--- config.mk ---
export PLATFORM = sky130hd
export DESIGN_NAME = alias_regfile
export DESIGN_NICKNAME = d
export VERILOG_FILES = /design/src/rtl/alias_rf_pkg.sv /design/src/rtl/alias_rf_decode.sv /design/src/rtl/alias_rf_merge.sv /design/src/rtl/alias_rf_rdport.sv /design/src/rtl/alias_regfile.sv
export SDC_FILE = /design/constraint.sdc
export NUM_CORES = 2
export LEC_CHECK = 0
export BUFFER_PORTS_ARGS = -buffer_cell sky130_fd_sc_hd__buf_2
export CAP_MARGIN = 20
export CELL_PAD_IN_SITES_DETAIL_PLACEMENT = 1
export CELL_PAD_IN_SITES_GLOBAL_PLACEMENT = 2
export CORE_MARGIN = 2
export CORE_UTILIZATION = 44
export DETAILED_ROUTE_END_ITERATION = 12
export GPL_TIMING_DRIVEN = 0
export PLACE_DENSITY_LB_ADDON = 0.1
export SLEW_MARGIN = 40
export SYNTH_ARGS = -nofsm -noshare
export SYNTH_HDL_FRONTEND = slang
export SYNTH_SLANG_ARGS = --single-unit
--- constraint.sdc ---
create_clock -name clk -period 3.2 [get_ports clk]
set_input_delay 0.64 -clock clk [delete_from_list [all_inputs] [get_ports clk]]
set_output_delay 0.64 -clock clk [all_outputs]
set_load 0.01 [all_outputs]
--- src/rtl/alias_rf_pkg.sv ---
package alias_rf_pkg;
  typedef enum logic [1:0] {
    OP8  = 2'd0,
    OP16 = 2'd1,
    OP32 = 2'd2,
    OP64 = 2'd3
  } opsz_e;

  localparam int unsigned BYTE_W = 8;
  localparam int unsigned HALF_W = 16;
endpackage

--- src/rtl/alias_rf_decode.sv ---
module alias_rf_decode #(
  parameter int unsigned SELW = 3
) (
  input  logic [SELW-1:0] sel,
  input  logic [1:0]      size,
  input  logic            pfx,
  output logic [SELW-1:0] idx,
  output logic            hi
);
  import alias_rf_pkg::*;

  // Upper byte alias: narrow size, upper selector half, no prefix
  always_comb begin
    hi  = (opsz_e'(size) == OP8) && sel[SELW-1] && !pfx;
    idx = hi ? {1'b0, sel[SELW-2:0]} : sel;
  end
endmodule

--- src/rtl/alias_rf_merge.sv ---
module alias_rf_merge #(
  parameter int unsigned XLEN = 64
) (
  input  logic [XLEN-1:0] old_val,
  input  logic [XLEN-1:0] wdata,
  input  logic [1:0]      size,
  input  logic            hi,
  output logic [XLEN-1:0] new_val
);
  import alias_rf_pkg::*;
  localparam int unsigned WORD_W = XLEN / 2;

  always_comb begin
    new_val = old_val;
    unique case (opsz_e'(size))
      OP8: begin
        if (hi) new_val[2*BYTE_W-1:BYTE_W] = wdata[BYTE_W-1:0];
        else    new_val[BYTE_W-1:0]        = wdata[BYTE_W-1:0];
      end
      OP16:    new_val[HALF_W-1:0] = wdata[HALF_W-1:0];
      OP32:    new_val = XLEN'(wdata[WORD_W-1:0]);
      default: new_val = wdata;
    endcase
  end
endmodule

--- src/rtl/alias_rf_rdport.sv ---
module alias_rf_rdport #(
  parameter int unsigned XLEN = 64,
  parameter int unsigned NREG = 8,
  localparam int unsigned SELW = $clog2(NREG)
) (
  input  logic            clk,
  input  logic            rst,
  input  logic [SELW-1:0] sel,
  input  logic [1:0]      size,
  input  logic            pfx,
  input  logic [XLEN-1:0] regs [NREG],
  output logic [XLEN-1:0] data_q
);
  import alias_rf_pkg::*;
  localparam int unsigned WORD_W = XLEN / 2;

  logic [SELW-1:0] idx;
  logic            hi;
  logic [XLEN-1:0] word;
  logic [XLEN-1:0] slice;

  alias_rf_decode #(.SELW(SELW)) u_dec (
    .sel  (sel),
    .size (size),
    .pfx  (pfx),
    .idx  (idx),
    .hi   (hi)
  );

  always_comb begin
    word = regs[idx];
    unique case (opsz_e'(size))
      OP8:     slice = hi ? XLEN'(word[2*BYTE_W-1:BYTE_W]) : XLEN'(word[BYTE_W-1:0]);
      OP16:    slice = XLEN'(word[HALF_W-1:0]);
      OP32:    slice = XLEN'(word[WORD_W-1:0]);
      default: slice = word;
    endcase
  end

  always_ff @(posedge clk) begin
    if (rst) data_q <= '0;
    else     data_q <= slice;
  end
endmodule

--- src/rtl/alias_regfile.sv ---
module alias_regfile #(
  parameter int unsigned XLEN = 64,
  parameter int unsigned NREG = 8,
  localparam int unsigned SELW = $clog2(NREG)
) (
  input  logic            clk,
  input  logic            rst,
  input  logic [2:0]      src_sel,
  input  logic [1:0]      src_size,
  input  logic            src_pfx,
  input  logic [2:0]      dst_sel,
  input  logic [1:0]      dst_size,
  input  logic            dst_pfx,
  input  logic            wr_en,
  input  logic [2:0]      wr_sel,
  input  logic [1:0]      wr_size,
  input  logic            wr_pfx,
  input  logic [XLEN-1:0] wr_data,
  output logic [XLEN-1:0] src_data,
  output logic [XLEN-1:0] dst_data
);
  localparam int unsigned NRD = 2;

  logic [XLEN-1:0] regs_q [NREG];
  logic [SELW-1:0] rp_sel  [NRD];
  logic [1:0]      rp_size [NRD];
  logic            rp_pfx  [NRD];
  logic [XLEN-1:0] rp_data [NRD];

  always_comb begin
    rp_sel[0]  = SELW'(src_sel);
    rp_size[0] = src_size;
    rp_pfx[0]  = src_pfx;
    rp_sel[1]  = SELW'(dst_sel);
    rp_size[1] = dst_size;
    rp_pfx[1]  = dst_pfx;
  end

  for (genvar p = 0; p < NRD; p++) begin : g_rd
    alias_rf_rdport #(.XLEN(XLEN), .NREG(NREG)) u_rd (
      .clk    (clk),
      .rst    (rst),
      .sel    (rp_sel[p]),
      .size   (rp_size[p]),
      .pfx    (rp_pfx[p]),
      .regs   (regs_q),
      .data_q (rp_data[p])
    );
  end

  assign src_data = rp_data[0];
  assign dst_data = rp_data[1];

  // Write path: decode, read-modify-merge, store
  logic [SELW-1:0] w_idx;
  logic            w_hi;
  logic [XLEN-1:0] w_new;

  alias_rf_decode #(.SELW(SELW)) u_wdec (
    .sel  (SELW'(wr_sel)),
    .size (wr_size),
    .pfx  (wr_pfx),
    .idx  (w_idx),
    .hi   (w_hi)
  );

  alias_rf_merge #(.XLEN(XLEN)) u_merge (
    .old_val (regs_q[w_idx]),
    .wdata   (wr_data),
    .size    (wr_size),
    .hi      (w_hi),
    .new_val (w_new)
  );

  always_ff @(posedge clk) begin
    if (rst) begin
      for (int i = 0; i < NREG; i++) regs_q[i] <= '0;
    end else if (wr_en) begin
      regs_q[w_idx] <= w_new;
    end
  end
endmodule

; After elaboration in Yosys (flattened, before gate mapping)
; Cells that the tools add are included.
[totals]
inputBits = 85
wordCells = 60
out_inout_bits = 128
ff_bits = 640
[classes]
n_eq_ne = 6
order_cmp = 4
n_mux = 23
n_bitwise = 3
n_reduce_logical = 14
[ops]
columns = op, count
row1 = binary-select mux 64 bit (select 3 bit), 3
row2 = bitwise mux 512 bit, 1
row3 = two-way mux 64 bit, 7
row4 = case mux 64 bit (3 select lines), 2
row5 = demux 64 bit (select 3 bit), 1
row6 = case mux 48 bit (2 select lines), 1
row7 = two-way mux 8 bit, 4
row8 = two-way mux 16 bit, 1
row9 = "greater-or-equal comparator 4 bit, second input constant", 3
row10 = NOT 3 -> 4 bit, 3
row11 = two-way mux 3 bit, 3
row12 = logical AND 1 bit, 7
row13 = "== test 2 x 1 -> 1 bit, second input constant", 3
row14 = "== test 2 bit, second input constant", 3
row15 = zero test 2 bit, 3
row16 = "< comparator 4 x 1 -> 1 bit, second input constant", 1
row17 = zero test 1 bit, 3
row18 = OR reduction 2 bit, 1

; Longest topological paths before layout
[depth]
depth_word = 11
mapped_depth = 9
ltp_nobuf = 4

; By module
; A second synthesis with hierarchy kept.
[hier_totals]
cells_unflattened = 3552
area_unflattened_um2 = 33429.6
[modules_own_cells]
columns = mod, area_each_um2, seq_area_each_um2, cells_each, instances
row1 = alias_regfile, 21697.1, 10249.8, 2667, 1
row2 = alias_rf_rdport, 5401.4, 1281.2, 388, 2
row3 = alias_rf_merge, 813.3, 0.0, 97, 1
row4 = alias_rf_decode, 38.8, 0.0, 4, 3

; Worst setup path after synthesis
; Ideal clock, no wire load.
[synth_timing]
path_type = input-to-reg
from = input wr_sel[0]
to = register regs_q[239] (netlist bit)
n_path_buf = 3
setup_time_ns = 0.138
cell_stages = 7
arrival_ns = 2.085
slack_ns = 0.977
required_time_ns = 3.062
cell_sequence = buf_2 > buf_6 > buf_4 > mux4_2 > nor2b_1 > a31oi_2 > a211oi_1
[synth_via]
elab_chain_cells = 7
word_cells_on_any_way = 12
cone_classes = order compare (2) / mux (8) / bitwise (1) / reduce/logical (1)
[synth_lines]
columns = element, line_no
row1 = start: declaration, alias_regfile.sv:15  ; input logic [2:0] wr_sel,
row2 = two-way mux 3 bit (*), alias_rf_decode.sv:15  ; idx = hi ? {1'b0, sel[SELW-2:0]} : sel;
row3 = NOT 3 -> 4 bit (implied by the code) (*), "alias_regfile.sv:68, alias_regfile.sv:79"
row4 = greater-or-equal comparator 4 bit (implied by the code) (tied with other cells), alias_regfile.sv:79  ; regs_q[w_idx] <= w_new;
row5 = logical AND 1 bit (implied by the code) or two-way mux 64 bit (tied branches), "alias_regfile.sv:79, alias_regfile.sv:68"
row6 = "two-way mux 64 bit, on equally long branches", "alias_regfile.sv:79, alias_regfile.sv:68"
row7 = demux 64 bit (select 3 bit) or case mux 48 bit (2 select lines) (tied branches), "alias_regfile.sv:79, alias_rf_merge.sv:15"
row8 = bitwise mux 512 bit (*), alias_regfile.sv:79
row9 = end signal: indexed assignment, alias_regfile.sv:79
row10 = end: declaration, alias_regfile.sv:24  ; logic [XLEN-1:0] regs_q [NREG];
; Every way passes the cells marked *; elsewhere a longest branch is shown, timed or not. The select of a mux whose other input is x is not followed.
; A chain may end at the register's enable or synchronous reset.

; Final worst setup path
[layout_timing]
from = input wr_sel[0]
to = register regs_q[422] (netlist bit)
; Same word-level chain as after synthesis.

==> flow_summary_export.csv <==
group,metric,value,unit
status,status,"finished, final reports clean",
detailed_routing,final_antenna_net_count,0,
die,die_x,275.4,um
power_and_ir_drop,cellPowerDensity,539.1,nW/um^2
sta,finalCritPeriodShare,0.9371,
clock_tree,clk_latency,0.64,ns
die,coreArea,72960,sq um
clock_tree,clock_path_buffers,3,
critical_path,setup.worst_path.class,"in -> reg",
grt,grt_antenna_before_repair,5,
detailed_routing,vias_per_cell,6.682,
detailed_routing,drt_iter0_drc,2657,
placed_design,gp_congestion,0.9174,
critical_path,cp_data_arrival_time,3.47,ns
sta,rsz0062_at_grt,"false",
clock_tree,cts_tree,"yes",
detailed_routing,drt-total-wl,139.0,mm
grt,grt_overflow_total,0,
min_path,hold_path_class,"in -> reg",
die,die_y,275.4,um
logic_synthesis,synth_area,32400,sq um
min_path,whs_path_depth,3,
clock_tree,post_cts_buffers,0,
sta,tns,0,ns
logic_synthesis,synth_cell_types,47,
grt,grt_first_pass_wirelength,202.6,mm
sta,min_period,2.999,ns
logic_synthesis,ys_warn_count,0,
critical_path,cp-start-kind,"input pin",
logic_synthesis,synth_edf_count,0,
detailed_routing,drc,0,
clock_tree,clk_pin_slew,0.06,ns
power_and_ir_drop,peakVddDrop,0.0004650,V
sta,final_max_slew_viol_count,0,
cells_and_area,drive_gt1_frac,0.2636,
grt,grt_use_total,0.3657,
clock_tree,post_cts_resized,0,
sta,worst_pin_slew,0.9965,ns
critical_path,worst_ep_required_time,3.67,ns
clock_tree,postCtsHoldBufs,0,
power_and_ir_drop,leakagePower,0.01253,uW
cells_and_area,fin_nets,3410,
detailed_routing,dr.pass1.iters,5,
cells_and_area,area_growth,15.09,%
cells_and_area,stdcell_area,37290,sq um
logic_synthesis,ys_seq_elements,640,
die,io_pins,213,
grt,grt_pass1_vias,30040,
critical_path,end_kind,"register",
clock_tree,clkSinkCount,640,
logic_synthesis,syn_nets,3130,
critical_path,rr_worst_depth,4,
sta,setup_violations,0,
detailed_routing,dr_total_vias,29050,
grt,grt_max_degree,14,
logic_synthesis,avgSynthCellArea,10.64,sq um
critical_path,cp_max_fo,10,
sta,finalHoldViolCount,0,
cells_and_area,fillCellCount,7956,
placed_design,dpl-instance-area,34640,sq um
logic_synthesis,synth_ff_type,"dfxtp_1",
placed_design,dp_hpwl,97.43,mm
sta,fmax,333.5,MHz
power_and_ir_drop,power,20100,uW
sta,skew,0.02452,ns
die,dieArea,75820,sq um
clock_tree,cts_htree_levels,3,
logic_synthesis,synth_cells,3045,
logic_synthesis,synth_seq_area_share,0.3955,
clock_tree,root_buffer,"clkbuf_16",
detailed_routing,post_drt_wl_per_cell,31.97,um
job,cap_violations,0,
die,floorplan.initialDensity,0.4441,
sta,slew-limit-headroom,0.3337,
clock_tree,cts_buffers,74,
logic_synthesis,synth-async-reset-ratio,0,
placed_design,port_buffers,202,
die,rows,99,
==> layout make-up <==
type	count	area (sq um)	share of cell area
antenna	5	12.51	0.0003356
buffer	322	1478	0.03963
clock buffer	106	2237	0.06000
clock inverter	29	367.9	0.009866
inverter	7	26.28	0.0007047
multi-input combinational	2076	18120	0.4859
sequential	640	12810	0.3436
tap	959	1200	0.03218
timing repair buffer	204	1033	0.02772
==> through the flow <==
stage	cells	utilization	hold slack, ns	setup WS (ns)
final	4348	0.5111	0.4405	0.2014
after global routing	4343	0.5109	0.4558	0.2308
after CTS	4341	0.5105	0.4269	0.3657
after detailed placement	4206	0.4748	0.5020	-0.2912
after global placement	4206	0.4744	0.4943	-0.4770
after floorplan	3045	-	0.4734	0.9775
==> Yosys cell counts (3+ instances only) <==
library cell | count | share of area
a211oi_1 | 457 | 0.11
a21boi_1 | 8 | 0.0019
a21oi_1 | 119 | 0.018
a311oi_1 | 16 | 0.0043
a31oi_1 | 45 | 0.0087
a31oi_2 | 19 | 0.0073
and2_1 | 8 | 0.0015
buf_1 | 26 | 0.0030
buf_2 | 107 | 0.017
buf_4 | 21 | 0.0049
buf_6 | 5 | 0.0017
clkbuf_1 | 159 | 0.018
clkbuf_2 | 4 | 0.00062
dfxtp_1 | 640 | 0.40
inv_1 | 7 | 0.00081
mux2i_1 | 46 | 0.014
mux4_2 | 368 | 0.26
nand2_1 | 267 | 0.031
nand2b_1 | 6 | 0.0012
nand3b_1 | 64 | 0.015
nor2_1 | 479 | 0.055
nor2_4 | 3 | 0.0010
nor2b_1 | 67 | 0.013
o211ai_1 | 7 | 0.0016
o21ai_0 | 52 | 0.0080
o21ai_1 | 5 | 0.00077
o31ai_4 | 7 | 0.0046
or2_2 | 3 | 0.00058
or3_1 | 6 | 0.0012
==> metal layers <==
layer / vias up / global-route usage / share of wire
li1: 12080 / - / -
met1: 15030 / 0.4688 / 0.39
met2: 1525 / 0.5914 / 0.47
met3: 412 / 0.07107 / 0.079
met4: 2 / 0.1855 / 0.056
met5: - / 0 / 0.000058
==> critical path, cell delays in order <==
cell and delay (ns):
buf_2 0.26, buf_6 0.26, buf_6 0.22, nand2_2 0.13
nor3_4 0.54, buf_2 0.58, clkbuf_1 0.63, a211oi_1 0.17
==> logic make-up after synthesis <==
kind of cell / after synthesis / synth area share
simple gates: 919 / 0.1249
flops: 640 / 0.3955
buf+inv: 329 / 0.04600
mux: 415 / 0.2704
compound gates: 742 / 0.1633
==> power breakdown <==
| group | leakage (uW) | total, uW | internal, uW | switching [uW] |
|---|---|---|---|---|
| sequential | 0.00519 | 8450 | 8220 | 228 |
| combinational | 0.00604 | 2470 | 886 | 1590 |
| clock | 0.00129 | 9180 | 5510 | 3670 |
| total | 0.0125 | 20100 | 14600 | 5480 |
==> placed cells by master, fill, tap and decap left out, types with 15 or more instances in the layout <==
cell type and count:
a31oi_2 19, a311oi_1 16, dfxtp_1 640, a31oi_1 45, clkbuf_8 18, nand3b_1 64
o21ai_0 52, clkbuf_2 15, mux4_2 368, nor2_1 479, a211oi_1 457, buf_2 309
buf_4 21, clkbuf_16 78, nor2b_1 67, a21oi_1 119, clkinv_2 16, mux2i_1 46
clkbuf_1 158, buf_1 26, nand2_1 267
==> path summary, 6_finish.rpt <==
| check | endpoint | startpoint | slack, ns |
|---|---|---|---|
| setup / recovery | regs_q[422] | wr_sel[0] | 0.20 |
| hold reg to reg | regs_q[393] | regs_q[393] | 0.51 |
| setup reg to reg | regs_q[73] | regs_q[9] | 1.27 |
| hold / removal | regs_q[195] | wr_data[3] | 0.44 |
==> sequential cells by signal (all words and copies together) (netlist names) <==
name / cells
g_rd.u_rd.data_q: 128
regs_q: 512
Power figures use the tool's default switching activity.
